File: config.mk
export PLATFORM = sky130hd
export DESIGN_NAME = bus_exchanger_latch
export DESIGN_NICKNAME = d
export VERILOG_FILES = /design/src/rtl/exch_pkg.sv /design/src/rtl/exch_store.sv /design/src/rtl/exch_pick_mux.sv /design/src/rtl/exch_drive_ctl.sv /design/src/rtl/bus_exchanger_latch.sv
export SDC_FILE = /design/constraint.sdc
export NUM_CORES = 1
export LEC_CHECK = 0
export ABC_CLOCK_PERIOD_IN_PS = 1500
export BUFFER_PORTS_ARGS = -buffer_cell sky130_fd_sc_hd__buf_4
export CAP_MARGIN = 20
export CORE_ASPECT_RATIO = 0.7
export CORE_UTILIZATION = 47
export DETAILED_ROUTE_END_ITERATION = 8
export GPL_TIMING_DRIVEN = 0
export PLACE_DENSITY = 0.79
export RECOVER_POWER = 100
export SYNTH_ARGS = -nofsm -noshare
export SYNTH_HDL_FRONTEND = slang
export SYNTH_SLANG_ARGS = --single-unit
File: constraint.sdc
create_clock -name clk -period 1.5 [get_ports clk]
set_input_delay 0.3 -clock clk [delete_from_list [all_inputs] [get_ports clk]]
set_output_delay 0.3 -clock clk [all_outputs]
set_load 0.02 [all_outputs]
File: src/rtl/exch_pkg.sv
package exch_pkg;

    typedef enum logic {
        PICK_BANK2 = 1'b0,
        PICK_BANK1 = 1'b1
    } pick_e;

    localparam int unsigned NUM_BANKS = 2;
    localparam int unsigned NUM_PORTS = 3;
    localparam int unsigned IDX_B1    = 0;
    localparam int unsigned IDX_B2    = 1;
    localparam int unsigned IDX_A     = 2;

endpackage

File: src/rtl/exch_store.sv
module exch_store #(
    parameter int unsigned W = 12
) (
    input  logic         clk,
    input  logic         rst_n,
    input  logic         ld,
    input  logic [W-1:0] d,
    output logic [W-1:0] q
);

    typedef struct packed {
        logic [W-1:0] hold;
    } store_t;

    store_t st_d, st_q;

    always_comb begin
        st_d = st_q;
        if (ld) begin
            st_d.hold = d;
        end
    end

    always_ff @(posedge clk or negedge rst_n) begin
        if (!rst_n) begin
            st_q <= '0;
        end else begin
            st_q <= st_d;
        end
    end

    // transparent while loading, otherwise the kept word
    assign q = ld ? d : st_q.hold;

endmodule

File: src/rtl/exch_pick_mux.sv
module exch_pick_mux #(
    parameter int unsigned W = 12
) (
    input  exch_pkg::pick_e pick,
    input  logic [W-1:0]    from_b1,
    input  logic [W-1:0]    from_b2,
    output logic [W-1:0]    y
);

    always_comb begin
        unique case (pick)
            exch_pkg::PICK_BANK1: y = from_b1;
            default:              y = from_b2;
        endcase
    end

endmodule

File: src/rtl/exch_drive_ctl.sv
module exch_drive_ctl #(
    parameter int unsigned N = 3
) (
    input  logic [N-1:0] en_n,
    output logic [N-1:0] drv
);

    for (genvar i = 0; i < N; i++) begin : g_drv
        assign drv[i] = ~en_n[i];
    end

endmodule

File: src/rtl/bus_exchanger_latch.sv
module bus_exchanger_latch #(
    parameter int unsigned W = 12
) (
    input  logic         clk,
    input  logic         rst_n,
    input  logic [W-1:0] a_in,
    input  logic [W-1:0] b1_in,
    input  logic [W-1:0] b2_in,
    input  logic         ld_a2b1,
    input  logic         ld_a2b2,
    input  logic         ld_b1a,
    input  logic         ld_b2a,
    input  logic         a_pick,
    input  logic         a_en_n,
    input  logic         b1_en_n,
    input  logic         b2_en_n,
    output logic [W-1:0] a_out,
    output logic [W-1:0] b1_out,
    output logic [W-1:0] b2_out,
    output logic         a_drv,
    output logic         b1_drv,
    output logic         b2_drv
);

    import exch_pkg::*;

    localparam int unsigned NB = NUM_BANKS;
    localparam int unsigned NP = NUM_PORTS;

    logic [NB-1:0] ld_to_bank;
    logic [NB-1:0] ld_to_a;
    logic [W-1:0]  bank_in  [NB];
    logic [W-1:0]  toward_b [NB];
    logic [W-1:0]  toward_a [NB];
    logic [NP-1:0] en_n_vec;
    logic [NP-1:0] drv_vec;

    assign ld_to_bank[IDX_B1] = ld_a2b1;
    assign ld_to_bank[IDX_B2] = ld_a2b2;
    assign ld_to_a[IDX_B1]    = ld_b1a;
    assign ld_to_a[IDX_B2]    = ld_b2a;
    assign bank_in[IDX_B1]    = b1_in;
    assign bank_in[IDX_B2]    = b2_in;

    for (genvar g = 0; g < NB; g++) begin : g_bank
        exch_store #(.W(W)) u_a2b (
            .clk   (clk),
            .rst_n (rst_n),
            .ld    (ld_to_bank[g]),
            .d     (a_in),
            .q     (toward_b[g])
        );
        exch_store #(.W(W)) u_b2a (
            .clk   (clk),
            .rst_n (rst_n),
            .ld    (ld_to_a[g]),
            .d     (bank_in[g]),
            .q     (toward_a[g])
        );
    end

    exch_pick_mux #(.W(W)) u_pick (
        .pick    (pick_e'(a_pick)),
        .from_b1 (toward_a[IDX_B1]),
        .from_b2 (toward_a[IDX_B2]),
        .y       (a_out)
    );

    assign en_n_vec[IDX_B1] = b1_en_n;
    assign en_n_vec[IDX_B2] = b2_en_n;
    assign en_n_vec[IDX_A]  = a_en_n;

    exch_drive_ctl #(.N(NP)) u_drv (
        .en_n (en_n_vec),
        .drv  (drv_vec)
    );

    assign b1_out = toward_b[IDX_B1];
    assign b2_out = toward_b[IDX_B2];
    assign b1_drv = drv_vec[IDX_B1];
    assign b2_drv = drv_vec[IDX_B2];
    assign a_drv  = drv_vec[IDX_A];

endmodule

# Word level (Yosys, flattened, before mapping)
# Cells that the tools add are included.
# totals
ff_bits,48
output_inout_bits,39
# classes
mux,5
bitwise_logic,3
# op_table
cell,n
12-bit two-way mux,5
1-bit inverter,3

# Logic depth before layout (Yosys ltp)
# Gate-level depths: netlist (run 1).
# depth
depth_word,2
ltp_mapped,3
ltp_nobuf,2

# Modules after synthesis
# A second synthesis (run 1) with hierarchy kept.
# unflattened
cells_unflattened,116
area_unflattened_um2,2132.0
# by_module_without_submodules
module,area_per_inst_um2,n_inst,cells_per_inst,seq_area_each_um2
exch_store,484.2,4,25,300.3
exch_pick_mux,183.9,1,13,0.0
exch_drive_ctl,11.3,1,3,0.0

# Least setup slack after synthesis (run 1)
# No wires, ideal clock.
# synth_path
path_kind,in2out
from,in ld_b1a
to,out a_out[0]
cell_stages,3
n_path_buf,1
arrival_ns,1.064
setup_slack_ns,0.136
path_cell_list,buf_6 -> mux2_4 -> mux2_2
# synth_between
elab_chain_cells,2
# synth_lines
item,line,rtl
start: declaration,bus_exchanger_latch.sv:11,"input logic ld_b1a,"
12-bit two-way mux,-,
net g_bank[0].u_b2a.q[0],exch_store.sv:8,output logic [W-1:0] q
12-bit two-way mux,exch_pick_mux.sv:11,unique case (pick)
end: declaration,bus_exchanger_latch.sv:17,"output logic [W-1:0] a_out,"
# The timed path passes the listed nets, and every way through them passes these cells.

# Worst setup path in the final report (run 1)
# layout_path
from,reg g_bank[0].u_b2a.st_q[3] in the netlist's numbering
to,out a_out[3]
# layout_between
elab_chain_cells,2
# layout_lines
item,line,rtl
start: declaration,exch_store.sv:15,"store_t st_d, st_q;"
start signal: assignment,exch_store.sv:28,st_q <= st_d;
12-bit two-way mux,-,
net g_bank[0].u_b2a.q[3],exch_store.sv:8,
12-bit two-way mux,exch_pick_mux.sv:11,
# The timed path passes the listed nets, and every way through them passes these cells.

==> impl_summary.md, run 1 <==
Worst setup path
The critical path is of the register to primary output type. The data arrival time of the critical path is 1.35 ns. The number of cells traversed by the worst register-to-register path is 2.

For the worst setup path, the data required time is 1.20 ns. The endpoint of the worst register-to-register path is g_bank[1].u_b2a.st_q[7]. Along the worst path, the maximum fanout reaches 2.

STA classifies the critical path endpoint as a primary output. The critical register-to-register path startpoint is g_bank[1].u_b2a.st_q[7]. The startpoint kind of the worst setup timing path is a register. The critical path starts at g_bank[0].u_b2a.st_q[3]. The minimum setup slack among reg-to-reg paths is 0.61 ns.

Status
The run finished, with violations left. The checks that failed: setup timing.

STA
The final hold violation count is 0. The minimum setup slack in the final design is -0.1529 ns. Setup repair after global routing could not meet its margin everywhere. Based on the critical path, the design can be clocked at up to 605.0 MHz. The final setup violation count is 15. The transition time of the tightest slew-check pin is 1.181 ns. On the final layout, the worst hold slack is 0.2345 ns. The max-slew violation count is 0.

The setup skew after layout is 0 ns. The worst slew slack as a fraction of its limit is 21.27%. The final critical path takes up 110.2% of the cycle. The final critical delay including setup and external delays is 1.653 ns.

Cells and area
The diode insertion count for antenna repair is 0. For this run, the post-layout net count is 256. Leaving out fill and tap cells, the most frequent cell in the layout is sky130_fd_sc_hd__buf_4. Leaving out fill and tap cells, the most frequent cells in the layout are sky130_fd_sc_hd__buf_4, sky130_fd_sc_hd__dfrtp_1, sky130_fd_sc_hd__mux2_4, sky130_fd_sc_hd__mux2_2, sky130_fd_sc_hd__buf_6. The relative area change from synthesis to final layout is 44.09%. In the final layout, the share of cells above drive strength 1 is 69.67%.

Min path
The min-delay analysis places its worst path in the category input pin to asynchronous set/reset pin.

Yosys
The number of storage elements in the synthesis netlist is 48. The top-area cell type share of the netlist area is 60.04%. The number of distinct library cell variants in the gate-level netlist after synthesis is 6. The cell type with the largest total area after synthesis is sky130_fd_sc_hd__dfrtp_1.

The post-synthesis instance area is 2001 um2. When the netlist entered floorplanning its net count stood at 162. After technology mapping, the gate count stands at 116. The average instance area after synthesis is 17.25 um2.

After synthesis, flip-flops and latches occupy 60.04% of the total area. The Yosys step of the flow raised 0 warnings. Yosys attributes the largest share of cell area to sky130_fd_sc_hd__dfrtp_1, sky130_fd_sc_hd__mux2_2, sky130_fd_sc_hd__mux2_4.

CTS
The tree is rooted in a sky130_fd_sc_hd__clkbuf_8. The number of hold buffers added after CTS is 0. The number of clock buffers inserted by TritonCTS is 5. The number of buffers on the longest clock path is 2. The count of H-tree levels built during CTS is 2. Clock-pin slew was measured on the worst setup and hold paths at 0.09 ns. The CTS tree is built. The clock net in this run drives a total of 48 sinks.

At the later pin of the worst-skew pair, clock insertion delay measures 0.29 ns.

Placement
During placement, the flow inserted port buffers numbering 84. The HPWL reported at the end of detailed placement is 3004 um. The final RePlAce weighted congestion is 0.7632. Before CTS, the worst setup slack after placement is -0.1394 ns.

Die
The floorplan step defined a core boundary enclosing 3994 um2. In this run the core area contains 19 standard-cell rows. The die extent in y is 56.59 um. The initial standard-cell utilization of the core is 50.09%.

The die extent in x is 79.98 um. The full die area is 4526 um2. For this design the top-level I/O count stands at 85.

Power
The static power due to leakage is 1.434 nW. The combinational power share is 26.7%. The switching share of power is 26.03%. The analysis attributes to net switching a power of 0.7887 mW. Of the total power, the clock network draws 25.3%.

Dividing total power by cell area gives a power density of 1051 nW/um2. The maximum ir drop on the vdd rail is 0.0007460 V. The cell internal power dissipation is 2.241 mW. Sequential cells account for 48.1% of the total power.

Global routing
The total global routing overflow is 0. The global-route wire length before repair is 6699 um. Global routing consumed, over all layers together, 20.21% of the routing resources. The number of antenna violations at the first check in global routing was 0.

Entering global routing, the biggest net connects 49 pins. The number of global-route vias before repair is 1423.

Drt
For this run, design rule violations remaining after detail routing come to 0. Summing over every cut layer, the via total after detailed routing is 1272. The number of design-rule violations left by the first detailed-router iteration is 28. The mean routed wirelength per cell is 15.90 um. The ratio of routed vias to standard cells is 4.837.

Before antenna repair, the detailed router went through 3 iterations. For this block, the routed nets add up to 4181 um of wire. In this run the remaining antenna-violating nets after routing total 0.

Run
The number of maximum-capacitance constraint violations is 0.
==> kinds of logic after synthesis <==
| group | synth area share, % |
|---|---|
| buffers and inverters | 2.439 |
| muxes | 37.52 |
| DFF | 60.04 |
==> worst max path at each step <==
stage | end | cells past startpoint
2_1_floorplan | a_out[0] | 3
3_3_place_gp | a_out[8] | 5
3_5_place_dp | a_out[5] | 5
4_1_cts | a_out[0] | 3
5_1_grt | a_out[1] | 3
6_report | a_out[3] | 3
==> cells in the mapped netlist <==
library cell              count
sky130_fd_sc_hd__dfrtp_1     48
sky130_fd_sc_hd__mux2_2      40
sky130_fd_sc_hd__mux2_4      20
sky130_fd_sc_hd__buf_2        3
sky130_fd_sc_hd__inv_1        3
sky130_fd_sc_hd__buf_6        2
==> metrics by stage <==
stage | util [%] | cell area (um2) | std cells | setup TNS, ns | total power, mW
2_1_floorplan | - | 2001 | 116 | 0 | 1.892
3_3_place_gp | 67.51 | 2696 | 252 | -1.152 | 2.208
3_5_place_dp | 67.51 | 2696 | 252 | -1.375 | 2.235
4_1_cts | 71.68 | 2863 | 261 | -1.801 | 3.062
5_1_grt | 72.18 | 2883 | 263 | -2.658 | 3.189
6_report | 72.18 | 2883 | 263 | -1.734 | 3.030
==> worst max-delay path: stages (launching register included) <==
cell and delay (ns):
sky130_fd_sc_hd__dfrtp_1 0.37, sky130_fd_sc_hd__mux2_1 0.30, sky130_fd_sc_hd__mux2_4 0.26, sky130_fd_sc_hd__buf_6 0.13
==> registers in the layout, indices dropped and copies added, names as in the netlist <==
signal and count:
g_bank.u_a2b.st_q 24, g_bank.u_b2a.st_q 24
==> cell type report <==
type | instances | area (um2)
flip-flops and latches | 48 | 1201
fillers | 268 | 1111
multi-input cells | 60 | 780.7
repair buffers | 87 | 691.9
clock buffers | 8 | 90.09
well taps | 52 | 65.06
plain buffers | 5 | 42.54
inverters | 3 | 11.26
==> layer usage <==
metal  track usage (%)  share of wire [%]
met5                 0                  0
met4             6.888               0.96
met3             6.179                6.1
met2             30.28                 47
met1             28.04                 46
==> power groups by stage <==
stage	clock (mW)	combinational (mW)	sequential, mW
floorplan	0	0.424	1.47
global placement	0	0.732	1.48
detailed placement	0	0.752	1.48
CTS	0.797	0.807	1.46
global route	0.863	0.857	1.47
finish	0.766	0.808	1.46
==> repair_timing <==
item                       in CTS  in global routing
gates cloned                    0                  0
setup buffers                   1                  2
gates resized for setup        19                  5
pin swaps                       0                  0
setup endpoints to repair      21                 12
Power figures use the tool's default switching activity.
==> run 2, diff against run 1 <==
- ABC_AREA: not set -> 1
- CORE_UTILIZATION: 47 -> 49
- PLACE_DENSITY: 0.79 -> 0.8
==> impl_summary.md, run 2 <==
STA
The final setup violation count is 0 (-15). The final critical delay including setup and external delays is 1.443 ns (-0.2096 ns). Setup repair after global routing left no endpoint under its margin. The final hold violation count is 0 (unchanged). The worst slew slack as a fraction of its limit was 23.15% (+1.9 points).

The setup TNS is 0 ns (+1.734 ns). The highest clock rate is 692.9 MHz (+15%). The transition time of the tightest slew-check pin is 1.153 ns (-0.02833 ns). The max-slew violation count is 0 (unchanged). The fraction of the cycle the final worst path needs is 96.22% (-14 points). The setup skew after layout is 0 ns (unchanged).

Power
The combinational power share was 23.1% (-3.6 points). The maximum ir drop on the vdd rail is 0.0005293 V (-29%). The switching share of power came to 29.02% (+3.0 points). The static power due to leakage is 1.769 nW (+23%).

The power per unit of standard cell area is 964.3 nW/um2 (-8.2%). The overall power of the completed layout was 2.891 mW (-4.6%). The power share of the sequential group is 49.7% (+1.6 points). The switching component of the power came to 0.8389 mW (+6.4%). The cell internal power dissipation is 2.052 mW (-8.4%). The clock group share of total power came to 27.2% (+1.9 points).

Drt
The detailed-routing iteration count for the pre-antenna-repair pass came to 4 (+1). The number of design-rule violations left by the first detailed-router iteration is 80 (+190%). The via count was 2017 (+59%).

The aggregate routed wire length is 4884 um (+17%). The ratio of routed vias to standard cells is 4.595 (-5.0%). The number of remaining DRC errors was 0 (unchanged).

The number of routed nets with antenna violations is 0 (unchanged). The mean routed wirelength per cell is 11.13 um (-30%).

Yosys
The most used flip-flop cell after synthesis is sky130_fd_sc_hd__dfrtp_1. After synthesis, the most frequently instantiated cells are sky130_fd_sc_hd__nand2_1, sky130_fd_sc_hd__inv_1, sky130_fd_sc_hd__dfrtp_1. The number of distinct library cell variants in the gate-level netlist after synthesis was 10 (+4). The adder and majority cell fraction of the synthesized area is 0% (unchanged).

sky130_fd_sc_hd__nand2_1 is the most common cell in the netlist. The share of the synthesized netlist area taken by xor and xnor gates came to 0% (unchanged). The post-synthesis instance area was 2277 um2 (+14%). The number of enable flip-flop cells after synthesis is 0 (unchanged). The cell type with the largest total area after synthesis is sky130_fd_sc_hd__dfrtp_1. The net count of the mapped netlist is 338 (+110%).

In the post-synthesis netlist, the biggest area contributors are sky130_fd_sc_hd__dfrtp_1, sky130_fd_sc_hd__nand2_1, sky130_fd_sc_hd__inv_1. The area fraction in and, or, nand and nor cells after synthesis is 25.82% (+26 points). The share of synthesized registers carrying an async set or reset is 100.0% (unchanged).

The number of storage elements in the synthesis netlist is 48 (unchanged). The synthesized-area fraction occupied by ao, oa, aoi and oai cells is 5.275% (+5.3 points). The top-area cell type share of the netlist area came to 52.75% (-7.3 points). The number of warnings reported in the yosys synthesis log is 0 (unchanged).

The combinational family with the most area after synthesis is simple AND/OR/NAND/NOR gates. The portion of netlist area occupied by mux cells is 0% (-38 points). The average instance area after synthesis is 7.799 um2 (-55%).

The number of cells produced by synthesis is 292 (+150%). The sequential area share after synthesis is 52.75% (-7.3 points).

Cells and area
The diode insertion count for antenna repair is 0 (unchanged). The most common cell after layout, fill and taps aside is sky130_fd_sc_hd__nand2_1. The count of placed standard cells in the final layout, fillers left out is 439 (+67%). The net count reported at finish is 429 (+68%). The largest registers in the layout are g_bank.u_a2b.st_q: 24 flops, g_bank.u_b2a.st_q: 24 flops.

The post-layout utilization of the core came to 68.07% (-4.1 points). The top cell types in the final layout, fill and taps aside, are sky130_fd_sc_hd__nand2_1, sky130_fd_sc_hd__inv_1, sky130_fd_sc_hd__buf_4, sky130_fd_sc_hd__dfrtp_1, sky130_fd_sc_hd__nand3_1. The share of final-layout standard cells stronger than drive strength 1 is 26.30% (-43 points). The relative area change from synthesis to final layout is 31.65%.

Worst setup path
The minimum setup slack among reg-to-reg paths is 0.76 ns (+0.15 ns). The number of cells traversed by the worst register-to-register path is 2 (unchanged). The worst register-to-register path begins at g_bank[0].u_a2b.st_q[9].

The critical path in this run is classified as register to primary output. The data required time of the critical path came to 1.20 ns (about the same). The data arrival time of the critical path came to 1.14 ns (-0.21 ns). The endpoint of the worst register-to-register path is g_bank[0].u_a2b.st_q[9].

The startpoint kind of the worst setup timing path is a register. The highest net fanout along the worst path came to 2 (unchanged). The beginning of the critical path is g_bank[0].u_a2b.st_q[0].

The critical path ends at b1_out[0]. The sort of element at the end of the critical path is a primary output.

Global routing
The number of global-route vias before repair came to 1904 (+34%). The met1 routing resource usage after global routing is 28.29% (+0.25 points). The global routing stage identified its most utilized layer as met2.

The met3 global-route usage came to 6.546% (+0.37 points). The global-route wire length before repair is 8211 um (+23%). The total global routing overflow came to 0 (unchanged). The number of antenna violations at the first check in global routing was 0 (unchanged). The pin count of the biggest net entering global routing came to 49 (unchanged). The all-layer global routing usage is 21.71% (+1.5 points). The global routing met2 resource utilization is 36.18% (+5.9 points).

CTS
The TritonCTS sink count is 48 (unchanged). TritonCTS built the clock tree. The post-cts repair resize count is 0 (-19). The number of clock buffers inserted by TritonCTS is 5 (unchanged). The number of hold buffers added after CTS is 0 (unchanged).

The clock transition at the registers of the reported paths is 0.08 ns (about the same). The count of H-tree levels built during CTS was 2 (unchanged). The number of setup buffers added after CTS is 0 (-1).

The number of buffers on the longest clock path is 2 (unchanged). The insertion delay of the later-clocked pin in the worst-skew pair is 0.30 ns (about the same). The cell sitting at the root of the clock tree is a sky130_fd_sc_hd__clkbuf_8.

Die
The full die area is 4928 um2 (+8.9%). The die extent in y is 59.04 um (+4.3%). The initial standard-cell utilization of the core is 51.70% (+1.6 points). The die extent in x is 83.48 um (+4.4%). The site row count is 20 (+1). The area of the placeable core is 4404 um2 (+10%). The number of top-level pins is 85 (unchanged).

Placement
The final RePlAce weighted congestion was 0.7551 (-1.1%). The number of placed cells counting well taps was 431 (+71%). The HPWL reported at the end of detailed placement is 3669 um (+22%). The number of input and output port buffers inserted was 84 (unchanged).

Run
The number of maximum-capacitance constraint violations was 0 (unchanged).

Min path
The path class of the tightest hold or removal check is input pin to asynchronous set/reset pin.

Status
The run finished with clean final reports.
[run 2: worst min path at each step]
stage,to,slack [ns],depth (start not counted)
4_1_cts,g_bank[0].u_a2b.st_q[4],0.02,1
3_5_place_dp,g_bank[0].u_a2b.st_q[4],0.34,1
5_1_grt,g_bank[1].u_a2b.st_q[8],0.23,3
3_3_place_gp,g_bank[0].u_a2b.st_q[4],0.34,1
6_report,g_bank[0].u_a2b.st_q[4],0.22,1
2_1_floorplan,g_bank[0].u_a2b.st_q[0],0.004,0
[run 2: metrics by stage]
stage	setup slack [ns]	hold slack, ns	instance area, um2
2_1_floorplan	0.2181	0.004409	2277
3_3_place_gp	0.07243	0.3448	2977
3_5_place_dp	0.07096	0.3434	2977
4_1_cts	0.01231	0.01928	3070
5_1_grt	0.003146	0.2323	2998
6_report	0.05670	0.2170	2998
[run 2: cells by family (layout without fill, tap and decap cells)]
| logic type | count (synthesis) | in the layout |
|---|---|---|
| AND/OR/NAND/NOR | 132 | 132 |
| buffers and inverters | 88 | 180 |
| flip-flops | 48 | 48 |
| AO/OA/AOI/OAI | 24 | 24 |
[run 2: final cells by class]
type,instances,area (um2)
Timing Repair Buffer,84,558.0
Tap cell,55,68.82
Buffer,10,75.07
Fill cell,387,1406
Inverter,78,292.8
Sequential cell,48,1201
Clock inverter,1,7.507
Multi-Input combinational cell,156,708.2
Clock buffer,7,86.33
[run 2: layer usage]
metal / up-vias / routed length [um]
met5: - / 0
li1: 1024 / -
met1: 927 / 2381
met2: 61 / 2164
met4: 0 / 46
met3: 5 / 291
[run 2: power by group through the flow]
stage / Combinational, mW / Clock (mW) / Sequential (mW)
finish: 0.669 / 0.786 / 1.44
CTS: 0.716 / 0.802 / 1.44
global placement: 0.700 / 0 / 1.46
floorplan: 0.382 / 0 / 1.45
detailed placement: 0.712 / 0 / 1.46
global route: 0.743 / 0.871 / 1.45
[run 2: critical path, stage by stage, from the launching register on]
cell                       delay (ns)
sky130_fd_sc_hd__dfrtp_1         0.34
sky130_fd_sc_hd__inv_1           0.04
sky130_fd_sc_hd__o21ai_0         0.24
sky130_fd_sc_hd__clkbuf_2        0.23
==> run 3, diff against run 2 <==
- CORE_MARGIN: not set -> 2
- GPL_TIMING_DRIVEN: 0 -> not set
==> impl_summary.md, run 3 (synthesis results as in run 2) <==
Status
The run finished with clean final reports.

Global routing
The all-layer global routing usage came to 19.94% (-1.8 points). The number of antenna violations at the first check in global routing is 0 (unchanged). The total global routing overflow was 0 (unchanged).

The pin count of the biggest net entering global routing is 49 (unchanged). The global-route wire length before repair is 8121 um (-1.1%). The number of global-route vias before repair is 1886 (-0.95%).

STA
The setup TNS is 0 ns (unchanged). The transition time of the tightest slew-check pin is 1.159 ns (+0.006055 ns). The worst slew slack as a fraction of its limit was 22.75% (-0.40 points). The setup skew after layout is 0 ns (unchanged). The final setup violation count is 0 (unchanged). The fraction of the cycle the final worst path needs is 94.28% (-1.9 points). The highest clock rate came to 707.1 MHz (+2.1%). Setup repair after global routing left no endpoint under its margin. The final critical delay including setup and external delays was 1.414 ns (-0.02914 ns).

The max-slew violation count is 0 (unchanged). The final hold violation count is 0 (unchanged). The final-layout worst hold slack is 0.2261 ns (+0.009026 ns).

Drt
The number of design-rule violations left by the first detailed-router iteration came to 71 (-11%). The ratio of routed vias to standard cells is 4.637 (+0.93%). The detailed-routing iteration count for the pre-antenna-repair pass is 4 (unchanged). The met3 routed wirelength is 271 um (-6.9%). The aggregate routed wire length is 5003 um (+2.4%). The wire length on met1 is 2262 um (-5.0%).

The number of remaining DRC errors is 0 (unchanged). The detailed route wirelength on metal2 came to 2421 um (+12%). The via count is 1994 (-1.1%). The number of routed nets with antenna violations came to 0 (unchanged). The top metal layer carrying routed signals is met4. The mean routed wirelength per cell came to 11.63 um (+4.6%).

Power
The clock group share of total power came to 27.1% (about the same). The combinational power share is 22.5% (-0.6 points). The switching component of the power came to 0.8194 mW (-2.3%). The overall power of the completed layout came to 2.844 mW (-1.6%).

The power share of the sequential group is 50.5% (+0.8 points). The power per unit of standard cell area came to 978.4 nW/um2 (+1.5%). The maximum ir drop on the vdd rail is 0.0007901 V (+49%). The switching share of power is 28.81% (-0.21 points).

The cell internal power dissipation is 2.024 mW (-1.3%). The static power due to leakage came to 1.714 nW (-3.1%).

CTS
The count of H-tree levels built during CTS is 2 (unchanged). The number of clock buffers inserted by TritonCTS was 5 (unchanged). In this run the clock root is driven by a sky130_fd_sc_hd__clkbuf_8.

The number of setup buffers added after CTS is 0 (unchanged). The number of hold buffers added after CTS is 0 (unchanged). The TritonCTS sink count is 48 (unchanged). The clock transition at the registers of the reported paths came to 0.08 ns (about the same).

TritonCTS built the clock tree. The insertion delay of the later-clocked pin in the worst-skew pair is 0.28 ns (-0.02 ns). The number of buffers on the longest clock path is 2 (unchanged). The post-cts repair resize count is 0 (unchanged).

Cells and area
In the layout the commonest cells are sky130_fd_sc_hd__nand2_1, sky130_fd_sc_hd__inv_1, sky130_fd_sc_hd__dfrtp_1, sky130_fd_sc_hd__buf_4, sky130_fd_sc_hd__clkbuf_2. The cell area after layout came to 2907 um2 (-3.0%). The net count reported at finish was 420 (-2.1%). The share of final-layout standard cells stronger than drive strength 1 was 24.80% (-1.5 points).

The count of placed standard cells in the final layout, fillers left out is 430 (-2.1%). The diode insertion count for antenna repair was 0 (unchanged). The final-layout fill cell count is 388 (+0.26%).

The most common cell after layout, fill and taps aside is sky130_fd_sc_hd__nand2_1. From synthesis to final layout, the design area changed by 27.64%. In the final layout, the registers with the most flip-flops are g_bank.u_a2b.st_q: 24 flops, g_bank.u_b2a.st_q: 24 flops.

Worst setup path
The startpoint kind of the worst setup timing path is a register. The number of cells traversed by the worst register-to-register path is 3 (+1). The data required time of the critical path is 1.20 ns (about the same).

The slowest cell on the critical path is sky130_fd_sc_hd__dfrtp_1. The capture point of the worst path is b2_out[10]. The sort of element at the end of the critical path is a primary output.

The minimum setup slack among reg-to-reg paths is 0.74 ns (-0.02 ns). The most critical setup path has its startpoint at g_bank[1].u_a2b.st_q[10]. The endpoint of the worst register-to-register path is g_bank[0].u_b2a.st_q[5].

The highest net fanout along the worst path is 2 (unchanged). The data arrival time of the critical path is 1.11 ns (-0.03 ns). The worst setup path is of the register to primary output kind.

Traced cell by cell, the critical path runs through inv_1, o21ai_0, clkbuf_2. The critical register-to-register path startpoint is g_bank[0].u_b2a.st_q[5]. The critical path's largest stage delay was 0.35 ns (about the same).

Die
The die extent in y is 61.04 um (+3.4%). The die extent in x is 85.48 um (+2.4%). The site row count is 20 (unchanged). The area of the placeable core is 4404 um2 (unchanged). The full die area is 5217 um2 (+5.9%).

The initial standard-cell utilization of the core is 51.70% (unchanged). The number of top-level pins is 85 (unchanged).

Run
The number of maximum-capacitance constraint violations is 0 (unchanged).

Placement
The number of input and output port buffers inserted is 84 (unchanged). The final RePlAce weighted congestion is 0.7831 (+3.7%). The number of placed cells counting well taps is 421 (-2.3%). The HPWL reported at the end of detailed placement is 3753 um (+2.3%). The instance area after placement is 2902 um2 (-2.5%).

Min path
The min-delay analysis places its worst path in the category input pin to asynchronous set/reset pin.
-- run 3: cell count changes in the layout (fill, tap and decap cells not counted), moves of 3 or more --
cell,delta
sky130_fd_sc_hd__and2_1,+4
sky130_fd_sc_hd__clkbuf_2,+13
sky130_fd_sc_hd__buf_4,-10
sky130_fd_sc_hd__o21ai_0,+3
sky130_fd_sc_hd__and2_0,-4
sky130_fd_sc_hd__buf_6,-4
sky130_fd_sc_hd__buf_2,-8
sky130_fd_sc_hd__o21ai_1,-3
-- run 3: worst max-delay path: cells and delay by family, from the launching register on --
family | cells | cell delay, ns
buffers and inverters | 2 | 0.26
DFF | 1 | 0.35
AOI/OAI and AO/OA | 1 | 0.22
-- run 3: metal layers --
metal	up-vias	GRT usage [%]
li1	1012	-
met1	921	24.80
met2	56	36.16
met3	5	4.960
met4	0	4.762
met5	-	0
-- run 3: worst min path at each step --
stage / startpoint / slack (ns) / to / cells after the start
after floorplan: rst_n / 0.004 / g_bank[0].u_a2b.st_q[0] / 0
after global placement: rst_n / 0.34 / g_bank[0].u_b2a.st_q[7] / 1
after detailed placement: rst_n / 0.35 / g_bank[0].u_b2a.st_q[7] / 1
after CTS: rst_n / 0.03 / g_bank[0].u_b2a.st_q[7] / 1
after global routing: a_in[0] / 0.27 / g_bank[0].u_a2b.st_q[0] / 3
final: rst_n / 0.23 / g_bank[0].u_b2a.st_q[7] / 1
-- run 3: power by group through the flow --
stage / clock network, mW / logic, mW / registers (mW)
6_report: 0.769 / 0.639 / 1.44
5_1_grt: 0.853 / 0.712 / 1.45
4_1_cts: 0.793 / 0.699 / 1.44
3_5_place_dp: 0 / 0.695 / 1.46
3_3_place_gp: 0 / 0.680 / 1.46
2_1_floorplan: 0 / 0.382 / 1.45
-- run 3: cell type report --
| class | instances | area (um2) | share of cell area, % |
|---|---|---|---|
| Timing Repair inverter | 1 | 7.507 | 0.2583 |
| Timing Repair Buffer | 84 | 534.3 | 18.38 |
| Multi-Input combinational cell | 156 | 708.2 | 24.37 |
| Inverter | 78 | 296.5 | 10.20 |
| Tap cell | 55 | 68.82 | 2.368 |
| Clock buffer | 8 | 90.09 | 3.099 |
| Sequential cell | 48 | 1201 | 41.33 |
-- run 3: through the flow --
step	util (%)	worst slack [ns]
floorplan	-	0.2181
detailed placement	65.88	0.02389
CTS	67.93	0.01821
finish	65.99	0.08584
global placement	65.88	0.07852
global route	65.99	0.008839
